===== src/rtl/resgen_pkg.sv =====
package resgen_pkg;
  typedef struct packed {
    logic pickMinus;
    logic pickPlus;
  } resgen_ctrl_t;
endpackage


===== src/rtl/resgen_eac_add.sv =====
module resgen_eac_add #(
  parameter int W = 3
) (
  input  logic [W-1:0] opA,
  input  logic [W-1:0] opB,
  output logic [W-1:0] sumOut
);
  logic [W:0] rawSum;
  assign rawSum = {1'b0, opA} + {1'b0, opB};
  // carry-out wraps back as carry-in; cannot overflow again
  assign sumOut = rawSum[W-1:0] + W'(rawSum[W]);
endmodule


===== src/rtl/resgen_ctrl.sv =====
module resgen_ctrl
  import resgen_pkg::*;
(
  input  logic         selPlus,
  output resgen_ctrl_t ctrl
);
  always_comb begin
    ctrl.pickMinus = ~selPlus;
    ctrl.pickPlus  = selPlus;
  end
endmodule


===== src/rtl/resgen_datapath.sv =====
module resgen_datapath
  import resgen_pkg::*;
#(
  parameter int WIDTH = 8,
  parameter int GRP   = 3
) (
  input  logic [WIDTH-1:0] dataIn,
  input  resgen_ctrl_t     ctrl,
  output logic [GRP:0]     residue
);
  localparam int NGRP    = (WIDTH + GRP - 1) / GRP;
  localparam int PADW    = NGRP * GRP;
  localparam int SUMW    = GRP + 2 + $clog2(NGRP + 1);
  localparam int PLUSMOD = (1 << GRP) + 1;
  localparam int SPAN    = ((1 << GRP) - 1) * ((NGRP + 1) / 2);
  localparam int CORR    = SPAN / PLUSMOD + 1;

  logic [PADW-1:0] padded;
  logic [GRP-1:0]  grp [NGRP];
  logic [GRP-1:0]  eacAcc [NGRP];
  logic signed [SUMW-1:0] altAcc [NGRP];
  logic [GRP-1:0]  minusRes;
  logic signed [SUMW-1:0] plusWork;

  assign padded = PADW'(dataIn);

  for (genvar g = 0; g < NGRP; g++) begin : g_split
    assign grp[g] = padded[g*GRP +: GRP];
  end

  // 2^k-1 path: end-around-carry chain
  assign eacAcc[0] = grp[0];
  for (genvar g = 1; g < NGRP; g++) begin : g_eac
    resgen_eac_add #(.W(GRP)) u_add (
      .opA   (eacAcc[g-1]),
      .opB   (grp[g]),
      .sumOut(eacAcc[g])
    );
  end
  assign minusRes = (eacAcc[NGRP-1] == '1) ? '0 : eacAcc[NGRP-1];

  // 2^k+1 path: alternating signs, subtraction by inversion plus carry-in
  assign altAcc[0] = SUMW'(grp[0]);
  for (genvar g = 1; g < NGRP; g++) begin : g_alt
    if (g % 2 == 0) begin : g_add
      assign altAcc[g] = altAcc[g-1] + SUMW'(grp[g]);
    end else begin : g_sub
      assign altAcc[g] = altAcc[g-1] + ~SUMW'(grp[g]) + SUMW'(1);
    end
  end

  always_comb begin
    plusWork = altAcc[NGRP-1];
    for (int i = 0; i < CORR; i++) begin
      if (plusWork < 0)
        plusWork = plusWork + SUMW'(PLUSMOD);
      else if (plusWork >= SUMW'(PLUSMOD))
        plusWork = plusWork - SUMW'(PLUSMOD);
    end
  end

  assign residue = ({1'b0, minusRes} & {(GRP+1){ctrl.pickMinus}})
                 | (plusWork[GRP:0] & {(GRP+1){ctrl.pickPlus}});
endmodule


===== src/rtl/resgen_top.sv =====
module resgen_top
  import resgen_pkg::*;
#(
  parameter int WIDTH = 8,
  parameter int GRP   = 3
) (
  input  logic [WIDTH-1:0] dataIn,
  input  logic             selPlus,
  output logic [GRP:0]     residue
);
  resgen_ctrl_t ctrl;

  resgen_ctrl u_ctrl (
    .selPlus(selPlus),
    .ctrl   (ctrl)
  );

  resgen_datapath #(.WIDTH(WIDTH), .GRP(GRP)) u_dp (
    .dataIn (dataIn),
    .ctrl   (ctrl),
    .residue(residue)
  );
endmodule


===== config.mk =====
export PLATFORM = sky130hd
export DESIGN_NAME = resgen_top
export DESIGN_NICKNAME = d
export VERILOG_FILES = /design/src/rtl/resgen_pkg.sv /design/src/rtl/resgen_eac_add.sv /design/src/rtl/resgen_ctrl.sv /design/src/rtl/resgen_datapath.sv /design/src/rtl/resgen_top.sv
export SDC_FILE = /design/constraint.sdc
export NUM_CORES = 1
export LEC_CHECK = 0
export BUFFER_PORTS_ARGS = -buffer_cell sky130_fd_sc_hd__buf_4
export CAP_MARGIN = 40
export CORE_MARGIN = 4
export CORE_UTILIZATION = 60
export DETAILED_ROUTE_END_ITERATION = 8
export PLACE_DENSITY = 0.82
export RECOVER_POWER = 100
export SYNTH_ARGS = -nofsm -noshare
export SYNTH_HDL_FRONTEND = slang
export SYNTH_SLANG_ARGS = --single-unit

===== constraint.sdc =====
create_clock -name vclk -period 10.1
set_clock_uncertainty 0.15 [all_clocks]
set_input_delay 0.505 -clock vclk [all_inputs]
set_output_delay 0.505 -clock vclk [all_outputs]
set_load 0.01 [all_outputs]

# Word level (Yosys, flattened, before mapping)
# Cells that the tools add are included.
dict set report op_classes {
  n_addsub 11
  order_cmp 4
  n_eq_ne 1
  muxes 5
  bitwise 5
}
# operator count
set op_table {}
lappend op_table {{>= comparator 7 x 5 -> 1 bit (second input constant)} 2}
lappend op_table {{< comparator 7 x 1 -> 1 bit (second input constant)} 2}
lappend op_table {{2-to-1 mux 7 bit} 2}
lappend op_table {{2-to-1 mux 4 bit} 2}
lappend op_table {{adder 3 x 7 -> 7 bit} 1}
lappend op_table {{adder 7 x 1 -> 7 bit (second input constant)} 1}
lappend op_table {{adder 7 x 2 -> 7 bit} 1}
lappend op_table {{adder 7 x 5 -> 7 bit (second input constant)} 1}
lappend op_table {{NOT 3 -> 7 bit} 1}
lappend op_table {{subtractor 7 x 5 -> 7 bit (second input constant)} 1}
lappend op_table {{adder 3 x 1 -> 3 bit} 2}
lappend op_table {{adder 3 x 2 -> 4 bit} 1}
lappend op_table {{adder 3 x 3 -> 4 bit} 1}
lappend op_table {{adder 4 bit (second input constant)} 1}
lappend op_table {{AND 3 x 4 -> 4 bit} 1}
lappend op_table {{AND 4 bit} 1}
lappend op_table {{bitwise OR 4 bit} 1}
lappend op_table {{subtractor 4 bit (second input constant)} 1}
lappend op_table {{== test 3 bit (second input constant)} 1}
lappend op_table {{2-to-1 mux 3 bit} 1}
lappend op_table {{NOT 1 bit} 1}
dict set report word_totals {
  ff_bits 0
  in_bits 9
  out_inout_bits 4
  elab_cells 26
}

# Logic depth before layout (Yosys ltp)
# Gate-level depths: netlist (run 1).
dict set report logic_depth {
  depth_word 12
  depth_mapped 18
}

# Modules after synthesis
# From an unflattened synthesis (run 1), not the netlist that was laid out.
dict set report unflattened {
  hier_cells 144
  hier_area_um2 1163.6
}
# mod n_inst cells_each area_per_inst_um2
set modules_own_cells {}
lappend modules_own_cells {resgen_datapath 1 114 892.1}
lappend modules_own_cells {resgen_eac_add 2 14 130.1}
lappend modules_own_cells {resgen_ctrl 1 2 11.3}

# Least setup slack after synthesis (run 1)
# Ideal clock, no wire load.
dict set report synth_timing {
  path_kind {input -> output}
  startpoint {input dataIn[1]}
  endpoint {output residue[2]}
  arrival_time_ns 4.313
  required_time_ns 9.445
  path_slack_ns 5.132
  cell_stages 15
  n_path_buf 0
  path_cell_list {inv_1 > fa_1 > inv_1 > fa_1 > inv_1 > ha_1 > nor4_2 > o21bai_1 > mux2i_1 > mux2i_1 > inv_1 > ha_1 > nor2b_1 > or3b_2 > a41oi_1}
}
dict set report synth_between {
  elab_chain_cells 11
}
# item line_no
set synth_rtl {}
lappend synth_rtl {{start, declared} resgen_top.sv:7} ;# input logic [WIDTH-1:0] dataIn,
lappend synth_rtl {{adder 3 x 7 -> 7 bit} resgen_datapath.sv:48} ;# assign altAcc[g] = altAcc[g-1] + ~SUMW'(grp[g]) + SUMW'(1);
lappend synth_rtl {{adder 7 x 1 -> 7 bit} resgen_datapath.sv:48}
lappend synth_rtl {{adder 7 x 2 -> 7 bit} resgen_datapath.sv:46} ;# assign altAcc[g] = altAcc[g-1] + SUMW'(grp[g]);
lappend synth_rtl {{subtractor 7 x 5 -> 7 bit / >= comparator 7 x 5 -> 1 bit (equally long branches)} {resgen_datapath.sv:58, resgen_datapath.sv:57}}
lappend synth_rtl {{2-to-1 mux 7 bit} resgen_datapath.sv:57} ;# else if (plusWork >= SUMW'(PLUSMOD))
lappend synth_rtl {{2-to-1 mux 7 bit} resgen_datapath.sv:55} ;# if (plusWork < 0)
lappend synth_rtl {{>= comparator 7 x 5 -> 1 bit / subtractor 4 bit (equally long branches)} {resgen_datapath.sv:57, resgen_datapath.sv:58}}
lappend synth_rtl {{2-to-1 mux 4 bit} resgen_datapath.sv:57}
lappend synth_rtl {{2-to-1 mux 4 bit} resgen_datapath.sv:55}
lappend synth_rtl {{AND 4 bit} resgen_datapath.sv:63} ;# | (plusWork[GRP:0] & {(GRP+1){ctrl.pickPlus}});
lappend synth_rtl {{bitwise OR 4 bit (*)} resgen_datapath.sv:63}
lappend synth_rtl {{end, declared} resgen_top.sv:9} ;# output logic [GRP:0] residue
# Every way passes the cells marked *; elsewhere a longest branch is shown, timed or not.

# Worst setup path in the final report (run 1)
dict set report layout_timing {
  startpoint {input dataIn[1]}
  endpoint {output residue[1]}
}
# Same word-level chain as after synthesis.

==> results of run 1 <==
[routing by layer]
layer | vias up | track usage
met2 | 23 | 0.373
met3 | 6 | 0.0117
li1 | 526 | -
met5 | - | 0
met1 | 480 | 0.274
met4 | 0 | 0.0699
[worst paths after layout]
check	start	to	slack [ns]	cells past startpoint
max	dataIn[1]	residue[1]	4.27	18
min	selPlus	residue[2]	1.21	3
[cells in the mapped netlist, drive strengths merged (3+ instances only)]
cell type,number
ha,22
inv,20
nand2,14
a21oi,9
nor2,8
xnor2,8
nor3,7
fa,5
buf,3
mux2i,3
nor2b,3
o21ai,3
o21bai,3
[per-stage QoR]
step | power [mW] | setup WS (ns) | hold WS (ns) | cells | cell area (sq um)
3_5_place_dp | 0.194 | 4.52 | 1.21 | 178 | 1220
3_3_place_gp | 0.187 | 4.75 | 1.20 | 178 | 1220
4_1_cts | 0.195 | 4.51 | 1.21 | 178 | 1220
2_1_floorplan | 0.149 | 5.13 | 1.16 | 144 | 1120
5_1_grt | 0.213 | 3.88 | 1.24 | 178 | 1200
6_report | 0.190 | 4.27 | 1.21 | 178 | 1200
[cell type report]
cell class | instances | area (sq um) | area share
tap | 25 | 31.3 | 0.0261
timing repair buffer | 13 | 93.8 | 0.0782
multi-input combinational | 120 | 1000 | 0.833
inverter | 20 | 75.1 | 0.0626
[logic make-up after synthesis]
group	after synthesis
muxes	5
xor gates and xnor gates	9
adders and majority gates	28
buffers and inverters	24
and+or+nand+nor	43
AOI/OAI and AO/OA	35
[power groups by stage]
| stage | sequential (mW) | clock [mW] | combinational [mW] |
|---|---|---|---|
| 6_report | 0 | 0 | 0.190 |
| 3_3_place_gp | 0 | 0 | 0.187 |
| 2_1_floorplan | 0 | 0 | 0.149 |
| 4_1_cts | 0 | 0 | 0.195 |
| 3_5_place_dp | 0 | 0 | 0.194 |
| 5_1_grt | 0 | 0 | 0.213 |
==> reports/qor.csv, run 1 <==
metric,value,unit
power.leakage,0.603,nW
synth.distinct_cells,46,
fill_cells,168,
power_switching_share,0.558,
p_clk_frac,0,
gp_congestion,0.866,
synth_compound_area_frac,0.235,
cp-end-kind,output pin,
ir_worst_vdd,0.0000945,V
drv_cap,0,
design.seq.count,0,
hold_class,primary input to output pin,
cts_resized,0,
yosys.area_share.simple,0.196,
share_seq_of_total_power,0,
p_switching,0.106,mW
fp.dieW,51.3,microns
syn_nets,180,
layout_commonest_cell,ha_1,
hpwl,2.18,mm
hold_viol,0,
worstSetupPathType,primary input to output pin,
core,1750,sq um
syn_area,1120,sq um
required,9.45,ns
fin_crit_sh,0.578,
yosysWarnings,0,
crit_slowest_cell,fa_1,
io_pins,13,
grt_setup_unrepaired,false,
syn2layout_area_growth,6.67,%
nClkBuffers,0,
crit_chain,buf_4 > inv_1 > fa_1 > inv_1 > fa_1 > inv_1 > ha_1 > nor4_1 > o21bai_1 > nand2b_1 > xnor2_1 > inv_1 > ha_1 > a221oi_1 > o21ai_1 > mux2_4 > o22ai_2 > buf_4,
powerDensity,158,nW/um^2
drtAntennaViolNets,0,
slowest_delay,0.69,ns
synth_xor_area_frac,0.0834,
final.setup.tns,0,ns
drive_gt1_frac,0.137,
yosysSeqAreaShare,0,
drt-initial-drc-count,17,
finalCriticalPeriod,5.83,ns
die-area,2630,sq um
antenna_found_initial,0,
vias,1035,
nNetsFinal,191,
cp_top_family,adder cells,
mostFrequentLayoutCells,"ha_1, inv_1, nand2_1, buf_4, a21oi_1",
worst-path-buf-inv,6,
final_max_slew_viol_count,0,
synth.area.top_cells,"ha_1, fa_1, inv_1, nand2_1, xnor2_1",
slew_headroom,0.538,
wl_met3,56,microns
muxShareOfSynthArea,0.0501,
netlist_instances,144,
grt_pass1_vias,1084,
post_cts_buffers,0,
hold_buffers,0,
grt_max_degree,11,
worstPathArrival,5.18,ns
crit_fanout,7,
startpoint_type,primary input,
finalSetupViolations,0,
routed_wl,2.47,mm
drc_errors,0,
dr_wl_met2,1.20,mm
synth_top_family_by_area,adder cells,
vias_per_cell,5.81,
worst_pin_slew,0.673,ns
avgSynthCellArea,7.81,sq um
grt_util_all_layers,0.212,
yosys.area_share.adder,0.343,
fmax,0.171,GHz
yosysTopAreaCell,ha_1,
routedWlPerCell,13.9,microns
firstDrtPassIters,4,
cpMostUsedCell,inv_1,
antenna_cells,0,
seqCellArea,0,sq um
synth_top_area_frac,0.245,
fin_util,0.687,
die_height,51.3,microns
grt_pass1_wl,4.47,mm
start_util,0.644,
status,completed,
grt_overflow,0,
fp-row-count,15,
portBuffers,13,
comb_power_share,1.000,
intPower,0.0838,mW
maxUsedRoutingLayer,met4,
wl_met1,1.16,mm
No activity file was read; power rests on OpenSTA's default activity.
==> run 2: changes to the inputs <==
--- a/config.mk
+++ b/config.mk
@@ -8,9 +8,9 @@
 export BUFFER_PORTS_ARGS = -buffer_cell sky130_fd_sc_hd__buf_4
 export CAP_MARGIN = 40
 export CORE_MARGIN = 4
-export CORE_UTILIZATION = 60
+export CORE_UTILIZATION = 57
 export DETAILED_ROUTE_END_ITERATION = 8
-export PLACE_DENSITY = 0.82
+export PLACE_DENSITY = 0.81
 export RECOVER_POWER = 100
 export SYNTH_ARGS = -nofsm -noshare
 export SYNTH_HDL_FRONTEND = slang
==> constraint.sdc (replaced) <==
create_clock -name vclk -period 5.1
set_clock_uncertainty 0.15 [all_clocks]
set_input_delay 0.255 -clock vclk [all_inputs]
set_output_delay 0.255 -clock vclk [all_outputs]
set_load 0.01 [all_outputs]
==> reports/qor.csv, run 2 (same netlist as run 1, synthesis figures left out) <==
metric,value,unit,change
hold_class,primary input to output pin,,
ir_worst_vdd,0.000241,V,+150%
power,0.401,mW,+110%
multi_input_area,1040,sq um,+3.8%
grt_pass1_vias,1109,,+2.3%
fin_crit_sh,0.933,,
routed_wl,2.58,mm,+4.1%
power.leakage,0.626,nW,+3.9%
fmax,0.210,GHz,
drive_gt1_frac,0.187,,+0.0498
mostFrequentLayoutCells,"ha_1, inv_1, buf_4, nand2_1, a21oi_1",,
routedWlPerCell,14.3,microns,+2.9%
final_max_slew_viol_count,0,,unchanged
core,1800,sq um,+3.2%
vias_per_cell,5.91,,+1.7%
fp-row-count,15,,unchanged
drv_cap,0,,unchanged
vias,1064,,+2.8%
fp.dieW,52.4,microns,+2.2%
worst_pin_slew,0.612,ns,-0.0618 ns
post_cts_buffers,0,,unchanged
cp-end-kind,output pin,,
die-area,2750,sq um,+4.4%
dp_cells,180,,+1.1%
antenna_found_initial,0,,unchanged
finalSetupViolations,0,,unchanged
syn2layout_area_growth,11.7,%,
hpwl,2.19,mm,+0.46%
antenna_cells,0,,unchanged
status,completed,,
start_util,0.624,,-0.0201
firstDrtPassIters,4,,unchanged
crit_fanout,7,,unchanged
gr-usage-met3,0.00570,,-0.00596
nNetsFinal,193,,+1.0%
finalCriticalPeriod,4.76,ns,
startpoint_type,primary input,,
hold_buffers,0,,unchanged
seqCellArea,0,sq um,unchanged
grt_overflow,0,,unchanged
fin_cells,180,,+1.1%
nClkBuffers,0,,unchanged
die_height,52.4,microns,+2.2%
hold_slack,0.702,ns,-0.508 ns
gp_congestion,0.960,,+11%
design.seq.count,0,,unchanged
grt_pass1_wl,4.63,mm,+3.5%
portBuffers,13,,unchanged
post_dp_cell_area,1240,sq um,+1.2%
fin_util,0.697,,+0.00977
fill_cells,168,,unchanged
worstSetupPathType,primary input to output pin,,
layout_commonest_cell,ha_1,,
required,4.70,ns,-4.75 ns
grt_util_all_layers,0.212,,+0.000357
worstPathArrival,4.35,ns,-0.83 ns
grtUsageMet2,0.413,,+0.0398
grt_max_degree,11,,unchanged
stdcell_area,1260,sq um,+4.7%
slew_headroom,0.581,,+0.0424
grt_setup_unrepaired,false,,
hold_viol,0,,unchanged
powerDensity,319,nW/um^2,+100%
grt_busiest_layer,met2,,
pre_cts_slack,0.202,ns,-4.32 ns
drc_errors,0,,unchanged
drtAntennaViolNets,0,,unchanged
drt-initial-drc-count,17,,unchanged
setup_ws,0.344,ns,-3.92 ns
io_pins,13,,unchanged
final.setup.tns,0,ns,unchanged
use_met1,0.261,,-0.0130
## run 2: critical path: stages
cell      delay [ns]
buf_4           0.11
inv_1           0.06
fa_1            0.54
inv_1           0.09
fa_2            0.66
inv_1           0.11
ha_1            0.25
nor4_2          0.31
o21bai_2        0.19
nand2b_1        0.25
xnor2_4         0.28
inv_1           0.11
ha_1            0.22
a221oi_2        0.20
o21ai_1         0.11
mux2_4          0.33
o22ai_2         0.13
buf_4           0.14
## run 2: layout make-up
cell class,count,share of cell area
Timing Repair Buffer,15,0.0896
Tap cell,25,0.0249
Inverter,20,0.0598
Multi-Input combinational cell,120,0.826
## run 2: worst paths after layout
| kind | endpoint | slack [ns] | from | cells after the start |
|---|---|---|---|---|
| setup / recovery | residue[1] | 0.34 | dataIn[1] | 18 |
| hold / removal | residue[0] | 0.70 | selPlus | 3 |
## run 2: metal layers
layer | vias to the layer above | wire, microns
met5 | - | 0
met4 | 0 | 21
met3 | 2 | 74
met2 | 24 | 1360
met1 | 504 | 1120
li1 | 534 | -
## run 2: power by group
group / total [mW] / internal, mW / switching (mW)
logic: 0.401 / 0.184 / 0.217
registers: 0 / 0 / 0
clock network: 0 / 0 / 0
## run 2: what timing repair did
action / CTS / global route
endpoints found under the hold margin: 0 / 0
endpoints found under the setup margin: 0 / 3
gates resized for setup: 0 / 3
